## config.mk

```make
export PLATFORM = sky130hd
export DESIGN_NAME = irq_ie_csr
export DESIGN_NICKNAME = d
export VERILOG_FILES = /design/src/rtl/irq_ie_pkg.sv /design/src/rtl/irq_ie_decode.sv /design/src/rtl/irq_ie_maskreg.sv /design/src/rtl/irq_ie_sview.sv /design/src/rtl/irq_ie_csr.sv
export SDC_FILE = /design/constraint.sdc
export NUM_CORES = 1
export LEC_CHECK = 0
export BUFFER_PORTS_ARGS = -buffer_cell sky130_fd_sc_hd__buf_2
export CORE_ASPECT_RATIO = 0.8
export CORE_MARGIN = 8
export CORE_UTILIZATION = 35
export CTS_BUF_LIST = sky130_fd_sc_hd__clkbuf_4 sky130_fd_sc_hd__clkbuf_8 sky130_fd_sc_hd__clkbuf_16
export DETAILED_ROUTE_END_ITERATION = 10
export GPL_TIMING_DRIVEN = 1
export PLACE_DENSITY = 0.61
export SYNTH_ARGS = -nofsm -noshare
export SYNTH_HDL_FRONTEND = slang
export SYNTH_HIERARCHICAL = 1
export SYNTH_SLANG_ARGS = --single-unit
```

## constraint.sdc

```tcl
create_clock -name clk -period 2.2 [get_ports clk]
set_input_delay 0.11 -clock clk [delete_from_list [all_inputs] [get_ports clk]]
set_output_delay 0.11 -clock clk [all_outputs]
set_load 0.05 [all_outputs]
```

## src/rtl/irq_ie_pkg.sv

```systemverilog
package irq_ie_pkg;

   localparam int unsigned IRQ_BITS = 12;

   localparam int unsigned POS_S_SW   = 1;
   localparam int unsigned POS_G_SW   = 2;
   localparam int unsigned POS_M_SW   = 3;
   localparam int unsigned POS_S_TMR  = 5;
   localparam int unsigned POS_G_TMR  = 6;
   localparam int unsigned POS_M_TMR  = 7;
   localparam int unsigned POS_S_EXT  = 9;
   localparam int unsigned POS_G_EXT  = 10;
   localparam int unsigned POS_M_EXT  = 11;

   localparam logic [IRQ_BITS-1:0] SUP_GRP =
      IRQ_BITS'((1 << POS_S_SW) | (1 << POS_S_TMR) | (1 << POS_S_EXT));
   localparam logic [IRQ_BITS-1:0] GST_GRP =
      IRQ_BITS'((1 << POS_G_SW) | (1 << POS_G_TMR) | (1 << POS_G_EXT));
   localparam logic [IRQ_BITS-1:0] MCH_GRP =
      IRQ_BITS'((1 << POS_M_SW) | (1 << POS_M_TMR) | (1 << POS_M_EXT));

   localparam logic [IRQ_BITS-1:0] DELEGABLE = SUP_GRP | GST_GRP;
   localparam logic [IRQ_BITS-1:0] LEGAL_EN  = MCH_GRP | SUP_GRP | GST_GRP;

   typedef enum logic [1:0] {
      SEL_NONE  = 2'd0,
      SEL_EN    = 2'd1,
      SEL_DELEG = 2'd2,
      SEL_VIEW  = 2'd3
   } csr_sel_e;

endpackage

```

## src/rtl/irq_ie_decode.sv

```systemverilog
module irq_ie_decode
   import irq_ie_pkg::*;
#(
   parameter int unsigned    AW         = 12,
   parameter logic [AW-1:0]  ADDR_EN    = AW'(12'h304),
   parameter logic [AW-1:0]  ADDR_DELEG = AW'(12'h303),
   parameter logic [AW-1:0]  ADDR_VIEW  = AW'(12'h104)
) (
   input  logic [AW-1:0] addr_i,
   output csr_sel_e      sel_o
);

   if ((ADDR_EN == ADDR_DELEG) || (ADDR_EN == ADDR_VIEW) || (ADDR_DELEG == ADDR_VIEW)) begin : g_addr_clash
      $error("irq_ie_decode: register addresses must be distinct");
   end

   always_comb begin
      if (addr_i == ADDR_EN)         sel_o = SEL_EN;
      else if (addr_i == ADDR_DELEG) sel_o = SEL_DELEG;
      else if (addr_i == ADDR_VIEW)  sel_o = SEL_VIEW;
      else                           sel_o = SEL_NONE;
   end

endmodule

```

## src/rtl/irq_ie_maskreg.sv

```systemverilog
module irq_ie_maskreg #(
   parameter int unsigned      XLEN = 32,
   parameter logic [XLEN-1:0]  KEEP = '0
) (
   input  logic            clk,
   input  logic            rst_n,
   input  logic            we_i,
   input  logic [XLEN-1:0] d_i,
   output logic [XLEN-1:0] q_o
);

   logic unused_bits;
   assign unused_bits = ^(d_i & ~KEEP);

   for (genvar i = 0; i < XLEN; i++) begin : g_bit
      if (KEEP[i]) begin : g_flop
         always_ff @(posedge clk or negedge rst_n) begin
            if (!rst_n)    q_o[i] <= 1'b0;
            else if (we_i) q_o[i] <= d_i[i];
         end
      end else begin : g_tie
         assign q_o[i] = 1'b0;
      end
   end

endmodule

```

## src/rtl/irq_ie_sview.sv

```systemverilog
module irq_ie_sview
   import irq_ie_pkg::*;
#(
   parameter int unsigned XLEN    = 32,
   parameter bit          VIRT_EN = 1'b1
) (
   input  logic            virt_i,
   input  logic [XLEN-1:0] en_i,
   input  logic [XLEN-1:0] deleg_i,
   input  logic [XLEN-1:0] wdata_i,
   output logic [XLEN-1:0] view_o,
   output logic [XLEN-1:0] merged_o
);

   localparam logic [XLEN-1:0] SUP_W = XLEN'(SUP_GRP);
   localparam logic [XLEN-1:0] GST_W = XLEN'(GST_GRP);

   logic [XLEN-1:0] native_view;
   logic [XLEN-1:0] native_merge;

   assign native_view  = en_i & deleg_i;
   assign native_merge = (en_i & ~SUP_W) | (wdata_i & SUP_W);

   if (VIRT_EN) begin : g_virt
      logic [XLEN-1:0] guest_view;
      logic [XLEN-1:0] guest_merge;
      assign guest_view  = (en_i & deleg_i & GST_W) >> 1;
      assign guest_merge = (en_i & ~GST_W) | ((wdata_i << 1) & GST_W);
      assign view_o      = virt_i ? guest_view  : native_view;
      assign merged_o    = virt_i ? guest_merge : native_merge;
   end else begin : g_native
      logic unused_virt;
      assign unused_virt = virt_i;
      assign view_o      = native_view;
      assign merged_o    = native_merge;
   end

endmodule

```

## src/rtl/irq_ie_csr.sv

```systemverilog
module irq_ie_csr
   import irq_ie_pkg::*;
#(
   parameter int unsigned    XLEN       = 32,
   parameter int unsigned    AW         = 12,
   parameter logic [AW-1:0]  ADDR_EN    = AW'(12'h304),
   parameter logic [AW-1:0]  ADDR_DELEG = AW'(12'h303),
   parameter logic [AW-1:0]  ADDR_VIEW  = AW'(12'h104),
   parameter bit             VIRT_EN    = 1'b1
) (
   input  logic            clk,
   input  logic            rst_n,
   input  logic            virt_i,
   input  logic [AW-1:0]   csr_addr_i,
   input  logic            csr_rd_i,
   input  logic            csr_we_i,
   input  logic [XLEN-1:0] csr_wdata_i,
   output logic [XLEN-1:0] csr_rdata_o
);

   localparam logic [XLEN-1:0] LEGAL_W = XLEN'(LEGAL_EN);
   localparam logic [XLEN-1:0] DELEG_W = XLEN'(DELEGABLE);

   if (XLEN < IRQ_BITS) begin : g_xlen_small
      $error("irq_ie_csr: XLEN must cover all interrupt bits");
   end
   if (AW < 1) begin : g_aw_zero
      $error("irq_ie_csr: AW must be positive");
   end

   csr_sel_e        sel;
   logic [XLEN-1:0] m_en_q;
   logic [XLEN-1:0] deleg_q;
   logic [XLEN-1:0] view_rd;
   logic [XLEN-1:0] view_merged;
   logic            en_we;
   logic            deleg_we;
   logic [XLEN-1:0] en_d;
   logic [XLEN-1:0] rd_mux;

   irq_ie_decode #(
      .AW         (AW),
      .ADDR_EN    (ADDR_EN),
      .ADDR_DELEG (ADDR_DELEG),
      .ADDR_VIEW  (ADDR_VIEW)
   ) u_decode (
      .addr_i (csr_addr_i),
      .sel_o  (sel)
   );

   irq_ie_sview #(
      .XLEN    (XLEN),
      .VIRT_EN (VIRT_EN)
   ) u_sview (
      .virt_i   (virt_i),
      .en_i     (m_en_q),
      .deleg_i  (deleg_q),
      .wdata_i  (csr_wdata_i),
      .view_o   (view_rd),
      .merged_o (view_merged)
   );

   assign en_we    = csr_we_i && ((sel == SEL_EN) || (sel == SEL_VIEW));
   assign en_d     = (sel == SEL_VIEW) ? view_merged : csr_wdata_i;
   assign deleg_we = csr_we_i && (sel == SEL_DELEG);

   irq_ie_maskreg #(
      .XLEN (XLEN),
      .KEEP (LEGAL_W)
   ) u_en_reg (
      .clk   (clk),
      .rst_n (rst_n),
      .we_i  (en_we),
      .d_i   (en_d),
      .q_o   (m_en_q)
   );

   irq_ie_maskreg #(
      .XLEN (XLEN),
      .KEEP (DELEG_W)
   ) u_deleg_reg (
      .clk   (clk),
      .rst_n (rst_n),
      .we_i  (deleg_we),
      .d_i   (csr_wdata_i),
      .q_o   (deleg_q)
   );

   always_comb begin
      unique case (sel)
         SEL_EN:    rd_mux = m_en_q;
         SEL_DELEG: rd_mux = deleg_q;
         SEL_VIEW:  rd_mux = view_rd;
         default:   rd_mux = '0;
      endcase
   end

   assign csr_rdata_o = csr_rd_i ? rd_mux : '0;

endmodule

```

==> results of run 1 <==
metrics by stage:
| step | std cells | hold slack [ps] | worst slack (ps) |
|---|---|---|---|
| floorplan | 346 | -186 | -160 |
| global placement | 440 | 35.3 | -18.2 |
| detailed placement | 440 | 39.7 | -58.0 |
| CTS | 446 | 105 | -12.9 |
| global route | 449 | 107 | -5.59 |
| finish | 449 | 107 | 58.0 |
cells in the final DEF (no fill, tap or decap), types with 2 or more instances in the layout:
master / n
nand3_1: 3
a21oi_1: 32
clkbuf_8: 3
buf_6: 4
buf_2: 30
mux2_4: 18
dfrtp_1: 15
o21ai_0: 3
mux2_2: 12
conb_1: 49
buf_12: 4
buf_4: 43
mux2i_1: 29
clkbuf_16: 2
nand2_1: 34
nor2_1: 30
mux2i_2: 3
a211oi_4: 28
clkbuf_4: 5
a211oi_2: 5
routing by layer:
layer,track usage [%],share of wire [%],vias up
li1,-,-,1061
met1,13.9,44,1034
met2,21.1,51,46
met3,2.43,4.8,2
met4,1.37,0.051,2
met5,0,0.22,-
final cells by class:
cell class	instances	area (um2)	area share, %
Clock buffer	3	41.3	1.26
Sequential cell	15	375	11.4
Clock inverter	1	5.00	0.152
Tap cell	87	109	3.32
Timing Repair Buffer	89	696	21.2
Multi-Input combinational cell	253	2050	62.5
Inverter	1	3.75	0.114
report_power, final:
part           switching (W)  internal (W)
clock network      0.0000979      0.000125
registers         0.00000247      0.000278
logic               0.000113     0.0000617
total               0.000213      0.000465
worst paths after layout:
check | cells after the start | endpoint | from
max in group asynchronous | 2 | u_deleg_reg/q_o[5] | rst_n
max reg2reg | 3 | u_en_reg/q_o[2] | u_en_reg/q_o[2]
min | 2 | u_deleg_reg/q_o[10] | csr_wdata_i[10]
max | 9 | csr_rdata_o[9] | csr_addr_i[5]
min in group asynchronous | 2 | u_en_reg/q_o[7] | rst_n
min reg2reg | 1 | u_deleg_reg/q_o[5] | u_deleg_reg/q_o[5]
sequential cells by signal, indices dropped and copies added, names as in the netlist:
register	count
u_en_reg/q_o	9
u_deleg_reg/q_o	6
timing repair:
item | 4_1_cts | 5_1_grt
setup endpoints to repair | 18 | 31
setup buffers | 1 | 1
hold buffers | 1 | 0
cloned | 0 | 2
gates resized for setup | 17 | 25
hold endpoints to repair | 15 | 0
pin swaps | 0 | 1
==> metrics.md, run 1 <==
| Metric | Value |
|---|---|
| Status | `complete, no violations` |
| Mapped Avg Cell Area | `8.06 um2` |
| Inserted Clock Buffers | `3` |
| First-pass GRT wire length | `just under 10 mm` |
| Buf+Inv Stages, Crit Path | `5` |
| Fmax | `between 0.4 and 0.5 GHz` |
| Placeable Area | `0.00679 mm2` |
| Crit-path max FO | `4` |
| CP Launch Type | `primary input` |
| Final wirelength | `about 6 mm` |
| Tightest Pin Transition | `873 ps` |
| Die ar. | `0.00982 mm2` |
| Initial core utilization | `35.5%` |
| Vias/cell | `4.78` |
| Final HPWL DP | `4.24 mm` |
| Total number of vias | `2145` |
| Pwr Total | `~0.00068 W` |
| Htree depth | `1` |
| Port bufs | `57` |
| Nets | `about 400` |
| Final setup fails | `0` |
| Worst min path class | `primary input to flop` |
| Vias in the first global route | `approximately 2100` |
| Max incr delay on CP | `between 500 and 600 ps` |
| FP Rows | `27` |
| Drt pass-1 iters | `6` |
| Layout cells sized above 1 | `between 40% and 50%` |
| CTS tree | `built` |
| Leakage | `1.25 nW` |
| Cell family with most CP delay | `buffers and inverters` |
| R2R Setup Slk | `between 800 and 900 ps` |
| Critical-path cell list | `buf_2 -> or4_4 -> buf_4 -> a211oi_4 -> buf_6 -> clkbuf_16 -> mux2i_1 -> a211oi_4 -> buf_4` |
| Clk_lat worst skew | `roughly 250 ps` |
| Post-Place Cell Area | `about 0.003 mm2` |
| Routed Antenna Nets | `0` |
| Mapped Cells | `299` |
| Drt drc | `0` |
| Number of max-cap violations | `0` |
| Largest net degree at the start of global routing | `45` |
| Antenna violations before repair | `1` |
| Total Routing Usage GR | `between 10% and 20%` |
| Arrival @ worst endpoint | `around 2000 ps` |
| Max IR drop VDD | `between 0.2 and 0.25 mV` |
| Layout Utilization | `48.3%` |
| Pins over their slew limit | `0` |
| Setup tns final | `0 ps` |
| DR iter-0 viols | `a little over 60` |
| Worst Setup End Kind | `primary output` |
| Worst rel slew slack | `a little over two fifths` |
| Final design area excluding fillers | `0.00328 mm2` |
| Clock sinks | `15` |
| Die width | `~110 um` |
| Final Hold Fails | `0` |
| Die Y | `90.2 um` |
| Area grow syn2layout | `36.1%` |
| Cell Area, Synth | `roughly 0.0024 mm2` |
| Worst endpoint required time | `~2100 ps` |
| Final min period | `between 2000 and 2500 ps` |
| Clk buf depth | `2` |
| P per Cell Area | `207 mW/mm2` |
| Clock skew | `0 ps` |
| Clk root buf | `clkbuf_8` |
| CTS clock-pin slew for the worst setup and hold paths | `~70 ps` |
| Io pins | `81` |
| Share of the clock period used by the worst path | `between 90% and 100%` |
| Crit Path Category | `primary input to primary output` |
| Yosys warnings | `6` |
| Gr ovfl total | `0` |
| Slowest stage cell, crit path | `or4_4` |
| WL/cell | `~13 um` |
| Antenna cell count | `0` |
| Fillcell total | `647` |
| GPL Wtd Cong | `approximately 0.75` |
(Power assumes the default switching activity.)
==> run 2: changes to the inputs <==
--- a/config.mk
+++ b/config.mk
@@ -7,12 +7,12 @@
 export LEC_CHECK = 0
 export BUFFER_PORTS_ARGS = -buffer_cell sky130_fd_sc_hd__buf_2
 export CORE_ASPECT_RATIO = 0.8
-export CORE_MARGIN = 8
 export CORE_UTILIZATION = 35
 export CTS_BUF_LIST = sky130_fd_sc_hd__clkbuf_4 sky130_fd_sc_hd__clkbuf_8 sky130_fd_sc_hd__clkbuf_16
 export DETAILED_ROUTE_END_ITERATION = 10
 export GPL_TIMING_DRIVEN = 1
 export PLACE_DENSITY = 0.61
+export SKIP_CTS_REPAIR_TIMING = 1
 export SYNTH_ARGS = -nofsm -noshare
 export SYNTH_HDL_FRONTEND = slang
 export SYNTH_HIERARCHICAL = 1
==> run 2 against run 1 <==
  * Design area fell by 2.5%
  * Register-to-register slack improved by 20 ps
  * Die area decreased by 26%
  * Worst hold slack about the same
  * Largest power group unchanged
  * Highest routed layer is now met4
==> metrics.md, run 2 (same netlist as run 1, synthesis figures left out) <==
| Metric | Value |
|---|---|
| Biggest register | `u_en_reg/q_o` |
| P per Cell Area | `218 mW/mm2 (+5.4%)` |
| Clock power share | `34.3% (+1.4 points)` |
| WL/cell | `12.5 um (-5.1%)` |
| DR iter-0 viols | `54 (-11%)` |
| Htree depth | `1 (unchanged)` |
| Die width | `94.8 um (-13%)` |
| Final HPWL DP | `3.87 mm (-8.9%)` |
| Clk buf depth | `2 (unchanged)` |
| Pint | `0.000483 W (+3.8%)` |
| Clk root buf | `clkbuf_8` |
| Gr ovfl total | `0 (unchanged)` |
| Worst endpoint required time | `2090 ps (about the same)` |
| Clock skew | `0 ps (unchanged)` |
| Commonest non-fill, non-tap cell in the layout | `conb_1` |
| Die Y | `76.2 um (-16%)` |
| Tightest Pin Transition | `514 ps (-359 ps)` |
| Post-Place Cell Area | `0.00302 mm2 (-1.2%)` |
| Number of max-cap violations | `0 (unchanged)` |
| Setup WS post-layout | `101 ps (+43.1 ps)` |
| CTS tree | `built` |
| CP Launch Type | `primary input` |
| Max reg flops | `9 (unchanged)` |
| Largest net degree at the start of global routing | `37 (-18%)` |
| Routed Antenna Nets | `0 (unchanged)` |
| Vias/cell | `4.84 (+1.2%)` |
| Placeable Area | `0.00651 mm2 (-4.2%)` |
| Worst Setup End Kind | `primary output` |
| Fmax | `0.476 GHz (+2.1%)` |
| Final Hold Fails | `0 (unchanged)` |
| Sw Share | `30.7% (-0.73 points)` |
| Crit Path Category | `primary input to primary output` |
| Total number of vias | `2123 (-1.0%)` |
| Clock sinks | `15 (unchanged)` |
| FP Rows | `26 (-3.7%)` |
| Drt drc | `0 (unchanged)` |
| Final design area excluding fillers | `0.00320 mm2 (-2.5%)` |
| Drt pass-1 iters | `4 (-2)` |
| CTS clock-pin slew for the worst setup and hold paths | `60 ps (about the same)` |
| Max IR drop VDD | `0.171 mV (-18%)` |
| Total Routing Usage GR | `15.3% (+3.7 points)` |
| Nets | `404 (-1.9%)` |
| Crit-path max FO | `15 (+11)` |
| Leakage | `1.21 nW (-3.3%)` |
| Status | `complete, no violations` |
| Antenna violations before repair | `0 (-1)` |
| NetSw | `0.000214 W (+0.33%)` |
| Die ar. | `0.00723 mm2 (-26%)` |
| Sequential power share | `40.3% (-1.1 points)` |
| GPL Wtd Cong | `0.744 (-1.2%)` |
| Arrival @ worst endpoint | `1990 ps (-40 ps)` |
| Share of the clock period used by the worst path | `95.4% (-2.0 points)` |
| First-pass GRT wire length | `9.09 mm (-5.6%)` |
| Combinational power share | `25.4% (-0.3 points)` |
| Largest registers | `u_en_reg/q_o x9, u_deleg_reg/q_o x6` |
| Final min period | `2100 ps (-43.1 ps)` |
| Pins over their slew limit | `0 (unchanged)` |
| Final setup fails | `0 (unchanged)` |
| Inserted Clock Buffers | `3 (unchanged)` |
| Io pins | `81 (unchanged)` |
| Initial core utilization | `37.1% (+1.6 points)` |
| Area grow syn2layout | `32.7%` |
| Most frequent cells in the layout | `49 x conb_1, 34 x nand2_1, 34 x buf_2` |
| Layout cells sized above 1 | `42.7% (-2.1 points)` |
| Final wirelength | `5.47 mm (-7.2%)` |
| RSZ-0062 raised after global routing | `no` |
| Worst rel slew slack | `65.7% (+24 points)` |
| Clk_lat worst skew | `250 ps (about the same)` |
| Port bufs | `57 (unchanged)` |
| Dpl ws | `-116 ps (-58.2 ps)` |
| Vias in the first global route | `2038 (-4.2%)` |
| Worst min path class | `primary input to flop` |
[run 2: changes by cell type in the layout (fill, tap and decap cells not counted), sizes merged]
| cell | previous run | this run |
|---|---|---|
| diode | 0 | 1 |
| clkinv | 1 | 0 |
| buf | 81 | 66 |
| clkbuf | 10 | 18 |
[run 2: layout make-up]
type / count / area, um2
diodes: 1 / 2.50
clock buffers: 4 / 48.8
fillers: 645 / 3310
inverters: 1 / 3.75
multi-input cells: 253 / 2040
flip-flops and latches: 15 / 375
well taps: 84 / 105
repair buffers: 81 / 623
[run 2: per-layer routing]
layer  GRT usage (%)  vias to the layer above  wire [um]
met5               0                        -          0
met4            2.42                        0         46
met3            3.19                        6        290
met2            26.3                       45       2690
met1            19.9                     1017       2440
li1                -                     1055          -
[run 2: final timing paths]
path,from,to,slack (ps),cells past startpoint
setup reg to reg,u_en_reg/q_o[10],u_en_reg/q_o[10],880,3
hold / removal,csr_wdata_i[6],u_deleg_reg/q_o[6],110,2
min in group asynchronous,rst_n,u_deleg_reg/q_o[9],300,2
max in group asynchronous,rst_n,u_deleg_reg/q_o[6],1640,2
setup / recovery,csr_addr_i[11],csr_rdata_o[13],100,8
hold reg to reg,u_deleg_reg/q_o[5],u_deleg_reg/q_o[5],550,1
[run 2: metrics by stage]
step	power [W]	std cells	hold WS (ps)	util [%]	setup TNS, ps
after floorplan	0.000470	346	-186	-	-1860
after global placement	0.000451	431	36.5	46.5	-2070
after detailed placement	0.000453	431	40.6	46.5	-2300
after CTS	0.000695	435	-230	47.2	-1340
after global routing	0.000740	438	114	49.1	0
final	0.000697	439	107	49.2	0
[run 2: critical path, cell delays in order]
cell	delay (ps)
buf_2	100
or4b_4	570
nor4_4	260
buf_4	220
clkbuf_16	220
a21oi_1	80
a211oi_4	210
buf_4	220
[run 2: power by group through the flow]
stage	Clock (W)	Sequential (W)	Combinational, W
floorplan	0	0.000285	0.000185
global placement	0	0.000285	0.000165
detailed placement	0	0.000286	0.000168
CTS	0.000247	0.000281	0.000168
global route	0.000259	0.000281	0.000200
finish	0.000239	0.000281	0.000177
